[src/rtl/bridge_deadtime_gen.sv]
module bridge_deadtime_gen #(
  parameter int MIN_DEAD = 225,
  parameter int MAX_WAIT = 2500
) (
  input  logic       clk,
  input  logic       rst_n,
  input  logic [1:0] pair_sel,
  input  logic       pair_req,
  input  logic       force_off,
  input  logic       slope_l,
  input  logic       slope_r,
  output logic       gate_hl,
  output logic       gate_ll,
  output logic       gate_hr,
  output logic       gate_lr
);
  localparam int CW = $clog2(MAX_WAIT + 1);

  function automatic logic [3:0] decode(input logic [1:0] code);
    case (code)
      2'b01:   decode = 4'b0101;
      2'b10:   decode = 4'b1001;
      2'b11:   decode = 4'b0110;
      default: decode = 4'b0000;
    endcase
  endfunction

  logic [1:0]    cur_q, tgt_q, src_q;
  logic          dead_q;
  logic [CW-1:0] cnt_q;
  logic [3:0]    gate_q;

  wire alt_move  = src_q[1] & tgt_q[1];
  wire watched   = src_q[0] ? slope_r : slope_l;
  wire min_done  = cnt_q >= CW'(MIN_DEAD - 1);
  wire timed_out = cnt_q >= CW'(MAX_WAIT - 1);
  wire settle    = min_done & (~alt_move | ~watched | timed_out);
  wire accept    = pair_req & (dead_q | (pair_sel != cur_q));

  always_ff @(posedge clk) begin
    if (!rst_n) begin
      cur_q  <= 2'b00;
      tgt_q  <= 2'b00;
      src_q  <= 2'b00;
      dead_q <= 1'b0;
      cnt_q  <= '0;
      gate_q <= 4'b0000;
    end else if (force_off) begin
      cur_q  <= 2'b00;
      src_q  <= 2'b00;
      dead_q <= 1'b0;
      cnt_q  <= '0;
      gate_q <= 4'b0000;
    end else if (accept) begin
      dead_q <= 1'b1;
      tgt_q  <= pair_sel;
      cnt_q  <= '0;
      gate_q <= 4'b0000;
      if (!dead_q) src_q <= cur_q;
    end else if (dead_q) begin
      if (settle) begin
        dead_q <= 1'b0;
        cur_q  <= tgt_q;
        gate_q <= decode(tgt_q);
      end else begin
        cnt_q <= cnt_q + 1'b1;
      end
    end
  end

  assign gate_hl = gate_q[3] & ~force_off;
  assign gate_ll = gate_q[2] & ~force_off;
  assign gate_hr = gate_q[1] & ~force_off;
  assign gate_lr = gate_q[0] & ~force_off;

  logic [CW-1:0] off_run;
  always_ff @(posedge clk) begin
    if (!rst_n)                        off_run <= '0;
    else if (gate_q != 4'b0000)        off_run <= '0;
    else if (off_run < CW'(MIN_DEAD))  off_run <= off_run + 1'b1;
  end

  AST_LEFT_LEG_EXCL: assert property (@(posedge clk) disable iff (!rst_n)
    !(gate_hl && gate_ll));
  AST_RIGHT_LEG_EXCL: assert property (@(posedge clk) disable iff (!rst_n)
    !(gate_hr && gate_lr));
  AST_BREAK_BEFORE_MAKE: assert property (@(posedge clk) disable iff (!rst_n)
    (gate_q != 4'b0000 && $past(gate_q) != 4'b0000) |-> gate_q == $past(gate_q));
  AST_MIN_OFF_GAP: assert property (@(posedge clk) disable iff (!rst_n)
    (gate_q != 4'b0000 && $past(gate_q) == 4'b0000) |-> off_run >= CW'(MIN_DEAD));
  AST_DISABLE_CLEARS: assert property (@(posedge clk) disable iff (!rst_n)
    force_off |=> gate_q == 4'b0000);
  AST_WAIT_BOUNDED: assert property (@(posedge clk) disable iff (!rst_n)
    dead_q |-> cnt_q < CW'(MAX_WAIT));
endmodule

[config.mk]
export PLATFORM = sky130hd
export DESIGN_NAME = bridge_deadtime_gen
export DESIGN_NICKNAME = d
export VERILOG_FILES = /design/src/rtl/bridge_deadtime_gen.sv
export SDC_FILE = /design/constraint.sdc
export NUM_CORES = 1
export LEC_CHECK = 0
export BUFFER_PORTS_ARGS = -buffer_cell sky130_fd_sc_hd__buf_2
export CAP_MARGIN = 20
export CORE_MARGIN = 1.5
export CORE_UTILIZATION = 50
export CTS_CLUSTER_DIAMETER = 60
export DETAILED_ROUTE_END_ITERATION = 16
export GPL_ROUTABILITY_DRIVEN = 0
export GPL_TIMING_DRIVEN = 0
export PLACE_DENSITY = 0.8
export SYNTH_ARGS = -nofsm -noshare
export SYNTH_HDL_FRONTEND = slang
export SYNTH_SLANG_ARGS = --single-unit
[constraint.sdc]
create_clock -name clk -period 2.9 [get_ports clk]
set_clock_uncertainty 0.1 [all_clocks]
set_input_delay 0.725 -clock clk [delete_from_list [all_inputs] [get_ports clk]]
set_output_delay 0.725 -clock clk [all_outputs]
set_load 0.02 [all_outputs]
==> key figures <==
Clock tree
  • Cts hold-fix bufs: 0
  • Reg clk slew, reported paths: 130 ps
  • Clk_lat worst skew: 320 ps
  • H-tree lvl count: 1
  • CTS root buffer: clkbuf_4
  • CTS buffer count: 3
  • CTS resizes: 0
  • Clock sink count: 23
  • CTS tree: done
  • Longest Clk Path Bufs: 2
  • Setup Fix Bufs, Post-CTS: 0

Placed design
  • IO Port Bufs: 11
  • HPWL Detailed: 1820 µm

Synthesis
  • Primary FF master, synth: dfxtp_1
  • Yosys top cell area share: 37.5%
  • Unique masters post-synth: 30
  • Number of synthesized register bits: 23
  • Mean Syn Cell Area: 8.89 µm²
  • Top post-synthesis cells by area: dfxtp_1, mux2i_1, ha_1
  • Post-Syn Instances: 138
  • Post-synthesis sequential area ratio: 37.5%
  • Mapped Area: 1230 µm²
  • Yosys top cell by area: dfxtp_1
  • Async SR Flop Fraction: 0%
  • Ys Warns: 0
  • Number of flops mapped to enable cells by yosys: 0
  • Synthesized Nets: 153

Finish
  • Layout fillers: 201
  • Layout cells sized above 1: 13.1%
  • Final Net Count: 169
  • Area grow syn2layout: 9.79%
  • Ant diodes: 0
  • Commonest non-fill, non-tap cell in the layout: dfxtp_1
  • Commonest non-fill, non-tap cells in the layout: dfxtp_1, a21oi_1, nand2_1, nor2_1, buf_2

Worst setup path
  • CP max stage cell: or4_1
  • WP data required: 3060 ps
  • Crit path kind: reg -> reg
  • Worst r2r path cells: 7
  • R2R Path End: cnt_q[9]
  • Startpoint Class: flip-flop
  • Reg2Reg Setup Slack: 450 ps
  • Crit end category: flip-flop
  • Delay-heaviest family, CP: simple AND/OR/NAND/NOR gates
  • Arrival time worst endpoint: 2610 ps
  • CP Max Fanout: 10
  • CP max stage delay: 500 ps
  • CP Cell Sequence: ha_1 > or4_4 > o41ai_4 > a211oi_2 > buf_6 > or4_1 > a21oi_1
  • Worst path bufs/invs: 1
  • Worst flop-to-flop path startpoint: cnt_q[0]
  • Critical Path Stages: 7

Drt
  • Via Count: 1020
  • Post-DRT Antenna Nets: 0
  • Detailed Route WL: 2470 µm
  • Via density per instance: 5.64
  • Initial DRC Count: 33
  • DR WL/cell: 13.7 µm
  • Residual DRC: 0
  • DRT Pass-1 Iters: 4

Global route
  • Vias in the first global route: 1015
  • Initial antenna violation count: 0
  • GR Overflow Total: 0
  • Largest net degree at the start of global routing: 15
  • First-pass GRT wire length: 4490 µm
  • Tot GR Track Use: 22.2%

Run
  • Max Cap Viol: 0

Floorplanning
  • # IOs: 12
  • Die Wd: 52.5 µm
  • Cell Rows: 17
  • CORE AREA: 2250 µm²
  • Die Y: 52.5 µm
  • Die area: 2760 µm²
  • Starting density of the core: 54.4%

Pwr
  • Static leakage: 0.512 nW
  • Pwr dens: 374 nW/µm²
  • Final Power: 504 µW
  • Maximum vdd drop: 0.315 mV

Status
  • Outcome: complete, no violations

Hold path
  • Worst Hold End: gate_q[0]
  • Hold Crit Class: reg -> reg
  • Hold path cells: 2
  • Hold Startpoint: gate_q[0]

STA
  • Slew Limit Headroom: 32.5%
  • Fin Setup TNS: 0 ps
  • RSZ-0062 raised after global routing: no
  • Final hold vios: 0
  • # setup viols final: 0
  • Fmax achieved: 408 MHz
  • Minimum clock period: 2450 ps
  • Worst slew pin tran: 1010 ps
  • Max-slew violation count: 0
  • Period utilisation layout: 84.5%
## cells in the mapped netlist, drive strengths merged (2+ instances only)
cell / instances
a21oi: 12
a41o: 2
clkbuf: 2
dfxtp: 23
ha: 7
inv: 7
mux2i: 9
nand2: 11
nand2b: 3
nand4: 2
nor2: 11
nor2b: 8
nor3: 3
o21ai: 9
o31ai: 4
or3: 8
or4: 3
xor2: 3
## stage by stage
step                hold WS, ps  instance area [µm²]  utilization, %  setup WS [ps]  std cells
floorplan                   352                 1230               -            584        138
global placement            370                 1320            58.4            260        177
detailed placement          381                 1320            58.4            256        177
CTS                         421                 1350            59.8            461        181
global route                443                 1350            59.8            296        181
finish                      415                 1350            59.8            451        181
## worst reg2reg max path, stage by stage (launching register included)
cell,delay [ps]
dfxtp_1,350
ha_1,250
or4_4,450
o41ai_4,310
a211oi_2,140
buf_6,160
or4_1,500
a21oi_1,140
## sequential cells by signal, indices dropped and copies added (netlist names)
name	count
cnt_q	12
gate_q	4
cur_q	2
src_q	2
tgt_q	2
dead_q	1
## worst max-delay path by stage
stage,startpoint,slack [ps],to
after floorplan,slope_r,580,cur_q[0]
after global placement,slope_r,260,cur_q[0]
after detailed placement,slope_r,260,cur_q[1]
after CTS,cnt_q[0],460,cnt_q[9]
after global routing,cnt_q[0],300,cnt_q[7]
final,cnt_q[0],450,cnt_q[9]
## area by class of cell
cell class              count  area [µm²]  share of cell area (%)
repair buffers             11        55.1                    4.09
well taps                  28        35.0                    2.60
clock buffers               3        22.5                    1.67
multi-input cells         105         722                    53.6
flip-flops and latches     23         460                    34.2
clock inverters             1        7.51                   0.557
inverters                   7        26.3                    1.95
plain buffers               3        18.8                    1.39
## layer usage
layer	routed length [µm]	share of wire [%]	GRT usage (%)	vias up
met1	1130	46	27.0	478
met3	79	3.2	6.00	2
met5	0	0	0	-
met2	1240	50	38.5	17
met4	17	0.69	5.13	0
li1	-	-	-	523
## report_power, final
part           switching [mW]  internal, mW
clock                  0.0980        0.0527
sequential            0.00390         0.318
combinational          0.0185        0.0127
## logic make-up after synthesis
group	count (synthesis)	share of synthesized area (%)
simple gates	53	22.8
compound gates	33	19.4
mux	9	7.34
flops	23	37.5
buf+inv	10	3.67
xor+xnor	3	2.14
fa+ha+maj	7	7.14
Power figures use the tool's default switching activity.
